[src/rtl/gpx_pkg.sv]
package gpx_pkg;

  localparam logic [6:0] OPC_BYTE_CLASS = 7'b0001011;
  localparam logic [6:0] OPC_WIDE_CLASS = 7'b0101011;

  typedef enum logic [1:0] {
    SZ_B = 2'd0,
    SZ_H = 2'd1,
    SZ_W = 2'd2
  } acc_size_e;

  typedef struct packed {
    logic      legal;
    logic      is_add;
    logic      is_store;
    logic      is_signed;
    acc_size_e size;
    logic [4:0]  rd;
    logic [4:0]  rs2;
    logic [31:0] imm;
  } dec_t;

endpackage

[src/rtl/gpx_decode.sv]
module gpx_decode
  import gpx_pkg::*;
(
  input  logic [31:0] ins_i,
  output dec_t        dec_o
);

  logic [17:0] imm_ld;
  logic [17:0] imm_st;
  logic [18:0] imm_lw;
  logic [18:0] imm_sw;

  // scattered immediate layouts
  assign imm_ld = {ins_i[31], ins_i[16:15], ins_i[19:17], ins_i[20], ins_i[30:21], ins_i[14]};
  assign imm_st = {ins_i[31], ins_i[16:15], ins_i[19:17], ins_i[7], ins_i[30:25],
                   ins_i[11:9], ins_i[8], ins_i[14]};
  assign imm_lw = {ins_i[31], ins_i[21], ins_i[16:15], ins_i[19:17], ins_i[20],
                   ins_i[30:22], 2'b00};
  assign imm_sw = {ins_i[31], imm_st[17:2], 2'b00};

  always_comb begin
    dec_o           = '0;
    dec_o.rd        = ins_i[11:7];
    dec_o.rs2       = ins_i[24:20];
    dec_o.size      = SZ_B;
    if (ins_i[6:0] == OPC_BYTE_CLASS) begin
      dec_o.legal = 1'b1;
      dec_o.imm   = {{14{imm_ld[17]}}, imm_ld};
      unique case (ins_i[13:12])
        2'b00: dec_o.is_signed = 1'b1;
        2'b10: dec_o.is_signed = 1'b0;
        2'b01: dec_o.is_add    = 1'b1;
        default: begin
          dec_o.is_store = 1'b1;
          dec_o.imm      = {{14{imm_st[17]}}, imm_st};
        end
      endcase
    end else if (ins_i[6:0] == OPC_WIDE_CLASS) begin
      dec_o.legal = 1'b1;
      unique case (ins_i[14:12])
        3'b001, 3'b101: begin
          dec_o.size      = SZ_H;
          dec_o.is_signed = ~ins_i[14];
          dec_o.imm       = {{14{imm_ld[17]}}, imm_ld[17:1], 1'b0};
        end
        3'b000: begin
          dec_o.size     = SZ_H;
          dec_o.is_store = 1'b1;
          dec_o.imm      = {{14{imm_st[17]}}, imm_st[17:1], 1'b0};
        end
        3'b010: begin
          dec_o.size = SZ_W;
          dec_o.imm  = {{13{imm_lw[18]}}, imm_lw};
        end
        3'b100: begin
          dec_o.size     = SZ_W;
          dec_o.is_store = 1'b1;
          dec_o.imm      = {{13{imm_sw[18]}}, imm_sw};
        end
        default: dec_o.legal = 1'b0;
      endcase
    end
  end

endmodule

[src/rtl/gpx_store_lanes.sv]
module gpx_store_lanes
  import gpx_pkg::*;
#(
  parameter int XLEN  = 32,
  localparam int LANES = XLEN / 8,
  localparam int LIW   = $clog2(LANES)
) (
  input  acc_size_e         size_i,
  input  logic [LIW-1:0]    lo_i,
  input  logic [XLEN-1:0]   src_i,
  output logic [XLEN-1:0]   wdata_o,
  output logic [LANES-1:0]  be_o
);

  for (genvar i = 0; i < LANES; i++) begin : g_lane
    assign wdata_o[8*i +: 8] = (size_i == SZ_B) ? src_i[7:0] :
                               (size_i == SZ_H) ? src_i[8*(i%2) +: 8] :
                                                  src_i[8*(i%4) +: 8];
    assign be_o[i] = (size_i == SZ_B) ? (lo_i == LIW'(i)) :
                     (size_i == SZ_H) ? ((lo_i >> 1) == LIW'(i/2)) :
                                        ((lo_i >> 2) == LIW'(i/4));
  end

endmodule

[src/rtl/gpx_load_extend.sv]
module gpx_load_extend
  import gpx_pkg::*;
#(
  parameter int XLEN  = 32,
  localparam int LANES = XLEN / 8,
  localparam int LIW   = $clog2(LANES),
  localparam int SHW   = $clog2(XLEN) + 1
) (
  input  acc_size_e        size_i,
  input  logic             signed_i,
  input  logic [LIW-1:0]   lo_i,
  input  logic [XLEN-1:0]  rdata_i,
  output logic [XLEN-1:0]  value_o
);

  logic [LIW-1:0]  lo_m;
  logic [LIW+2:0]  lane_sh;
  logic [SHW-1:0]  top_sh;
  logic [XLEN-1:0] lane_val;
  logic [XLEN-1:0] left_val;

  always_comb begin
    unique case (size_i)
      SZ_B:    begin lo_m = lo_i;              top_sh = SHW'(XLEN - 8);  end
      SZ_H:    begin lo_m = lo_i & ~LIW'(1);   top_sh = SHW'(XLEN - 16); end
      default: begin lo_m = lo_i & ~LIW'(3);   top_sh = SHW'(XLEN - 32); end
    endcase
    lane_sh  = {lo_m, 3'b000};
    lane_val = rdata_i >> lane_sh;
    left_val = lane_val << top_sh;
    value_o  = signed_i ? XLEN'($signed(left_val) >>> top_sh) : (left_val >> top_sh);
  end

endmodule

[src/rtl/gpx_exec_unit.sv]
module gpx_exec_unit
  import gpx_pkg::*;
#(
  parameter int XLEN  = 32,
  localparam int LANES = XLEN / 8,
  localparam int LIW   = $clog2(LANES)
) (
  input  logic              clk,
  input  logic              rst,
  input  logic              ins_valid_i,
  input  logic [31:0]       ins_word_i,
  input  logic [XLEN-1:0]   gp_val_i,
  output logic [4:0]        rs2_idx_o,
  input  logic [XLEN-1:0]   rs2_val_i,
  output logic              rd_we_o,
  output logic [4:0]        rd_idx_o,
  output logic [XLEN-1:0]   rd_data_o,
  output logic              mem_req_o,
  output logic              mem_we_o,
  output logic [XLEN-1:0]   mem_addr_o,
  output logic [XLEN-1:0]   mem_wdata_o,
  output logic [LANES-1:0]  mem_be_o,
  input  logic [XLEN-1:0]   mem_rdata_i,
  input  logic              mem_ready_i,
  output logic              busy_o,
  output logic              illegal_o
);

  typedef enum logic { ST_IDLE, ST_WAIT } state_e;

  state_e          state_q;
  dec_t            dec;
  logic [XLEN-1:0] eff_addr;
  logic [XLEN-1:0] st_wdata;
  logic [LANES-1:0] st_be;
  logic [XLEN-1:0] ld_value;
  acc_size_e       size_q;
  logic            signed_q;

  gpx_decode u_decode (
    .ins_i (ins_word_i),
    .dec_o (dec)
  );

  assign eff_addr  = gp_val_i + XLEN'($signed(dec.imm));
  assign rs2_idx_o = dec.rs2;

  gpx_store_lanes #(.XLEN(XLEN)) u_lanes (
    .size_i  (dec.size),
    .lo_i    (eff_addr[LIW-1:0]),
    .src_i   (rs2_val_i),
    .wdata_o (st_wdata),
    .be_o    (st_be)
  );

  gpx_load_extend #(.XLEN(XLEN)) u_ldext (
    .size_i   (size_q),
    .signed_i (signed_q),
    .lo_i     (mem_addr_o[LIW-1:0]),
    .rdata_i  (mem_rdata_i),
    .value_o  (ld_value)
  );

  always_ff @(posedge clk) begin
    if (rst) begin
      state_q     <= ST_IDLE;
      rd_we_o     <= 1'b0;
      rd_idx_o    <= '0;
      rd_data_o   <= '0;
      mem_req_o   <= 1'b0;
      mem_we_o    <= 1'b0;
      mem_addr_o  <= '0;
      mem_wdata_o <= '0;
      mem_be_o    <= '0;
      size_q      <= SZ_B;
      signed_q    <= 1'b0;
      illegal_o   <= 1'b0;
    end else begin
      rd_we_o   <= 1'b0;
      illegal_o <= 1'b0;
      unique case (state_q)
        ST_IDLE: begin
          if (ins_valid_i) begin
            if (!dec.legal) begin
              illegal_o <= 1'b1;
            end else if (dec.is_add) begin
              rd_we_o   <= 1'b1;
              rd_idx_o  <= dec.rd;
              rd_data_o <= eff_addr;
            end else begin
              mem_req_o   <= 1'b1;
              mem_we_o    <= dec.is_store;
              mem_addr_o  <= eff_addr;
              mem_wdata_o <= dec.is_store ? st_wdata : '0;
              mem_be_o    <= dec.is_store ? st_be : '0;
              size_q      <= dec.size;
              signed_q    <= dec.is_signed;
              rd_idx_o    <= dec.rd;
              state_q     <= ST_WAIT;
            end
          end
        end
        default: begin
          if (mem_ready_i) begin
            mem_req_o <= 1'b0;
            state_q   <= ST_IDLE;
            if (!mem_we_o) begin
              rd_we_o   <= 1'b1;
              rd_data_o <= ld_value;
            end
          end
        end
      endcase
    end
  end

  assign busy_o = (state_q == ST_WAIT);

  // Request held steady until memory accepts it
  assert_req_hold_R8: assert property (@(posedge clk) disable iff (rst)
    mem_req_o && !mem_ready_i |=> mem_req_o && $stable(mem_addr_o) &&
                                  $stable(mem_wdata_o) && $stable(mem_be_o));

  assert_req_release_R8: assert property (@(posedge clk) disable iff (rst)
    mem_req_o && mem_ready_i |=> !mem_req_o);

  assert_wb_not_pending_R8: assert property (@(posedge clk) disable iff (rst)
    rd_we_o |-> !mem_req_o);

  assert_illegal_quiet_R9: assert property (@(posedge clk) disable iff (rst)
    illegal_o |-> !rd_we_o && !mem_req_o);

  assert_busy_no_decode_R10: assert property (@(posedge clk) disable iff (rst)
    mem_req_o |=> !illegal_o);

  assert_store_be_width_R7: assert property (@(posedge clk) disable iff (rst)
    mem_req_o && mem_we_o |-> ($countones(mem_be_o) == 1) ||
                             ($countones(mem_be_o) == 2) ||
                             ($countones(mem_be_o) == 4));

endmodule

[config.mk]
export PLATFORM = sky130hd
export DESIGN_NAME = gpx_exec_unit
export DESIGN_NICKNAME = d
export VERILOG_FILES = /design/src/rtl/gpx_pkg.sv /design/src/rtl/gpx_decode.sv /design/src/rtl/gpx_store_lanes.sv /design/src/rtl/gpx_load_extend.sv /design/src/rtl/gpx_exec_unit.sv
export SDC_FILE = /design/constraint.sdc
export NUM_CORES = 1
export LEC_CHECK = 0
export ABC_AREA = 1
export BUFFER_PORTS_ARGS = -buffer_cell sky130_fd_sc_hd__buf_2
export CORE_AREA = 2 2 130 132
export DETAILED_ROUTE_END_ITERATION = 8
export DIE_AREA = 0 0 132 134
export GPL_TIMING_DRIVEN = 0
export MAX_ROUTING_LAYER = met4
export PLACE_DENSITY = 0.82
export SLEW_MARGIN = 10
export SYNTH_ARGS = -nofsm -noshare
export SYNTH_HDL_FRONTEND = slang
export SYNTH_HIERARCHICAL = 1
export SYNTH_SLANG_ARGS = --single-unit
[constraint.sdc]
create_clock -name clk -period 6.35 [get_ports clk]
set_clock_uncertainty 0.2 [all_clocks]
set_input_delay 1.27 -clock clk [delete_from_list [all_inputs] [get_ports clk]]
set_output_delay 1.27 -clock clk [all_outputs]
set_load 0.02 [all_outputs]
After elaboration in Yosys (flattened, before gate mapping). Cells that the tools add are included.

Flip-flop bits (word level): 113. Bits in latches: 0. Bits in writable memories: 0. ROM bits: 0. Input bits: 132. Output and inout bits: 115. Logic and storage cells: 113. Memories: 0.

$add $sub $neg: 1. $mul: 0. Div/mod/pow operators: 0. Magnitude comparators: 0. Equality and inequality tests: 16. Shift-type cells: 4. Multiplexer cells: 56. Bitwise operators: 4. Reductions and logical operators: 20.

Operators by type and width (count): $mux W32 (10); $pmux W32 S4 (1); $shr A32 B5 Y32 (2); $mux W8 (5); $add A32 B32 Y32 (1); $mux W1 (32); $shl A32 B5 Y32 (1); $sshr A32 B5 Y32 (1); $mux W12 (1); $logic_not A2 Y1 (5); $pmux W5 S2 (1); $reduce_or A3 Y1 (3); $eq A2 B1 Y1 const B (4); $mux W4 (2); $pmux W2 S2 (2); $reduce_and A4 Y1 (2); $eq A7 B4 Y1 const B (1); $eq A7 B6 Y1 const B (1); $eq A2 B2 Y1 const B (3); $eq A3 B3 Y1 const B (2); $ne A2 B2 Y1 const B (3); $reduce_bool A2 Y1 (3); $reduce_or A2 Y1 (3); $reduce_and A5 Y1 (1); other kinds (7) (11).

Depth between registers and ports, before layout.
Depth in word-level cells: 10. Mapped depth: 20. Gate-level depth less buffers: 20.

Hierarchy. The synthesis kept the hierarchy.

Modules (own cells, without submodules): gpx_exec_unit (instances 1, cells each 1059, area an instance 6726.5 um2, seq. area each 2262.2 um2); gpx_load_extend (instances 1, cells each 150, area an instance 809.5 um2, seq. area each 0.0 um2); gpx_decode (instances 1, cells each 123, area an instance 735.7 um2, seq. area each 0.0 um2); gpx_store_lanes (instances 1, cells each 100, area an instance 525.5 um2, seq. area each 0.0 um2).

Worst setup path before layout. No wires, ideal clock.

Path type: input port to flip-flop. Start point: input ins_word_i[2]. End point: register mem_addr_o[28]. Setup time: 116 ps. Arrival time: 3899 ps. Data required time: 6034 ps. Setup slack: 2134 ps. Stages: 17. Buffers on the path: 1. Path through: inv_1 -> nand2_1 -> nor2_8 -> nand2_4 -> a21boi_0 -> buf_4 -> ha_1 -> nand2_1 -> inv_1 -> a21oi_1 -> nand2_1 -> a21oi_1 -> nand2_1 -> nand2_1 -> nand3_1 -> o211ai_1 -> inv_1.

RTL lines: from (decl) (RTL line gpx_exec_unit.sv:11) `input logic [31:0] ins_word_i,`; to (signal assigned) (RTL line gpx_exec_unit.sv:93) `mem_addr_o <= eff_addr;`; to (decl) (RTL line gpx_exec_unit.sv:20) `output logic [XLEN-1:0] mem_addr_o,`.

==> results_dict.tcl <==
set metrics [dict create \
    drv_slew 0 \
    grt_max_degree 17 \
    synth_top_family_by_area "simple AND/OR/NAND/NOR gates" \
    cap_viol_max_count 0 \
    r2r_start "size_q[1]" \
    worst_r2r_path_depth 12 \
    rrSetupSlack_ps 4190 \
    synth_cells 1432 \
    io_buffers 243 \
    hp-class "flip-flop to flip-flop" \
    clockPowerShare_pct 50.6 \
    ys_warn_count 6 \
    worst_pin_slew_ps 758.0 \
    cts_sinks 113 \
    setup-tns-final_ps 0 \
    timing.final.crit_share_pct 65.31 \
    ys_types 45 \
    hold_viol_final 0 \
    p_per_area_nw_per_um2 174.5 \
    cts_max_level 4 \
    netlist_area_sq_um 8797 \
    insertion_delay_ps 410 \
    grt_pass1_vias 8950 \
    cts_setup_buffers 0 \
    r2r-end "rd_data_o[21]" \
    mostFrequentLayoutCell "nand2_1" \
    hold_slack_ps 245.7 \
    synth-adder-area-share_pct 4.637 \
    yosys_register_bits 113 \
    yosys.area_share.xor_xnor_pct 1.593 \
    status "completed" \
    synth_nets 1596 \
    die_area_sq_um 17690 \
    rsz0062_at_grt "false" \
    synth_edf_count 0 \
    ys_top_cells_by_area "dfxtp_1, nand2_1, nand3_1" \
    ys_seq_area_share_pct 25.71 \
    p_switching_uw 544.5 \
    antenna_found_initial 0 \
    antenna_left 0 \
    routed_via_density 5.254 \
    startpoint_type "input pin" \
    slew_headroom_pct 49.17 \
    grt_pass1_wl_mm 46.45 \
    routedWlPerCell_um 15.72 \
    min_to "rd_idx_o[3]" \
    p_sw_share_pct 28.66 \
    drive_gt1_share_pct 24.19 \
    leakage_uw 0.006265 \
    clk_pin_slew_worst_paths_ps 60 \
    yosysTopAreaCellShare_pct 25.71 \
    drt-initial-drc-count 1001 \
    critPathKind "input pin to flip-flop" \
    drc 0 \
    yosys.area.top_type "dfxtp_1" \
    clockBufferDepth 2 \
    initial_core_util_pct 54.01 \
    numCtsBuffers 17 \
    power_frac_seq_pct 37.5 \
    hp-start "rd_idx_o[3]" \
    worstPathMaxFanout 14 \
    synth-simple-area-share_pct 37.45 \
    critPathCaptureType "flip-flop" \
    gp_congestion 0.9921 \
    die_h_um 134 \
    coreArea_sq_um 16290 \
    area_growth_pct 23.72 \
    finalSetupViolCount 0 \
    io_pins 247 \
    wirelength_mm 30.30 \
    via_count 10130 \
    muxShareOfSynthArea_pct 0 \
    synth_compound_area_share_pct 15.45 \
    peakVddDrop_mv 0.1838 \
    min_path_cells 2 \
    intPower_uw 1355 \
    max_freq_mhz 241.1 \
    synth.avg_cell_area_sq_um 6.143 \
    async_reset_ff_share_pct 0 \
    hold_buffers 0 \
    layout_common_cells "nand2_1, buf_2, inv_1" \
    ctsResizeCount 0 \
    fp-row-count 47 \
    cp.required_ps 6420 \
    p_comb_share_pct 11.9 \
    grt_overflow 0 \
    die_w_um 132 \
    grt_use_total_pct 34.01 \
    antennaDiodeCount 0 \
    synth-main-ff-cell "dfxtp_1" \
    final_nets 1858 \
    layout_min_cycle_time_ps 4147 \
    drt_first_pass_iters 7 \
    cts_tree "done" \
    dp_hpwl_mm 24.32 \
    cp.arrival_ps 4220 \
    cts_root_buffer "clkbuf_16" \
]
## sequential cells by signal, indices dropped and copies added, names as in the netlist
signal and cells:
mem_req_o 1, busy_o 1, mem_addr_o 32, rd_we_o 1
rd_idx_o 5, signed_q 1, illegal_o 1, rd_data_o 32
mem_be_o 4, mem_wdata_o 32, size_q 2, mem_we_o 1
## power by group through the flow
stage	sequential, uW	clock [uW]	combinational (uW)
after floorplan	732	0	123
after global placement	729	0	219
after detailed placement	729	0	219
after CTS	713	960	221
after global routing	713	1000	246
final	713	961	226
## Yosys cell counts, types with 2 or more instances
| library cell | count |
|---|---|
| nor2_1 | 123 |
| nand3_2 | 8 |
| nand3_1 | 133 |
| nor3_1 | 2 |
| nand4_1 | 3 |
| inv_1 | 170 |
| inv_2 | 8 |
| nand2_4 | 2 |
| nand2_2 | 21 |
| a21oi_2 | 6 |
| nand3b_1 | 2 |
| a31oi_1 | 4 |
| o21ai_1 | 3 |
| buf_1 | 2 |
| buf_2 | 13 |
| nor2_8 | 3 |
| clkbuf_1 | 28 |
| ha_1 | 31 |
| buf_6 | 14 |
| nor2_2 | 6 |
| a21oi_1 | 105 |
| o21bai_1 | 2 |
| o22ai_1 | 3 |
| xor2_1 | 15 |
| nand2_1 | 451 |
| dfxtp_1 | 113 |
| and2_1 | 4 |
| or2_2 | 2 |
| o211ai_1 | 28 |
| clkbuf_8 | 5 |
| a21boi_2 | 6 |
| a21boi_0 | 7 |
| buf_4 | 34 |
| nand3_4 | 2 |
| o21ai_2 | 2 |
| o21ai_0 | 62 |
## stage by stage
stage | setup slack [ps] | instance area (sq um) | total power, uW | util, % | cells
after floorplan | 2134 | 8797 | 854.9 | - | 1432
final | 2203 | 10880 | 1900 | 66.82 | 1927
after global placement | 763.9 | 10290 | 947.8 | 63.16 | 1895
after detailed placement | 1794 | 10290 | 947.9 | 63.18 | 1895
after CTS | 2199 | 10880 | 1894 | 66.82 | 1927
after global routing | 1986 | 10880 | 1961 | 66.82 | 1927
## worst max-delay path: stages
cell and delay, ps:
buf_2 120, nor3_4 410, nand2_4 150, a21boi_2 620, buf_4 220, ha_1 300, nand2_1 170, inv_1 50
a21oi_1 150, nand2_1 110, a21oi_1 190, nand2_1 80, nand2_1 100, nand3_1 130, nand2_1 100, a21oi_2 50
## layer usage
| layer | part of all wire (%) | vias up | GRT usage [%] |
|---|---|---|---|
| met1 | 43 | 4517 | 43.78 |
| met2 | 47 | 497 | 56.02 |
| met3 | 7.6 | 58 | 4.119 |
| li1 | - | 5053 | - |
| met5 | 0 | - | - |
| met4 | 2.5 | 0 | 10.63 |
## final cells by class
cell class              instances  area (sq um)
fillers                      1558          5405
multi-input cells            1044          5205
flip-flops and latches        113          2262
repair buffers                243          1216
inverters                     179         674.4
plain buffers                  96         659.4
clock buffers                  17         425.4
well taps                     220         275.3
clock inverters                15         166.4
## cell families (layout without fill, tap and decap cells)
logic type               after synthesis  after routing
AO/OA/AOI/OAI                        232            232
XOR/XNOR                              16             16
adder cells (fa/ha/maj)               32             32
buffers and inverters                275            550
flip-flops                           113            113
AND/OR/NAND/NOR                      764            764
## worst max-delay path by stage
stage | start | to | slack (ps) | cells past startpoint
3_3_place_gp | ins_word_i[4] | rd_data_o[29] | 760 | 16
6_report | ins_word_i[4] | rd_data_o[29] | 2200 | 16
3_5_place_dp | ins_word_i[4] | rd_data_o[29] | 1790 | 16
5_1_grt | ins_word_i[4] | mem_addr_o[27] | 1990 | 15
4_1_cts | ins_word_i[4] | rd_data_o[29] | 2200 | 16
2_1_floorplan | ins_word_i[2] | mem_addr_o[28] | 2130 | 17
Power figures use the tool's default switching activity.
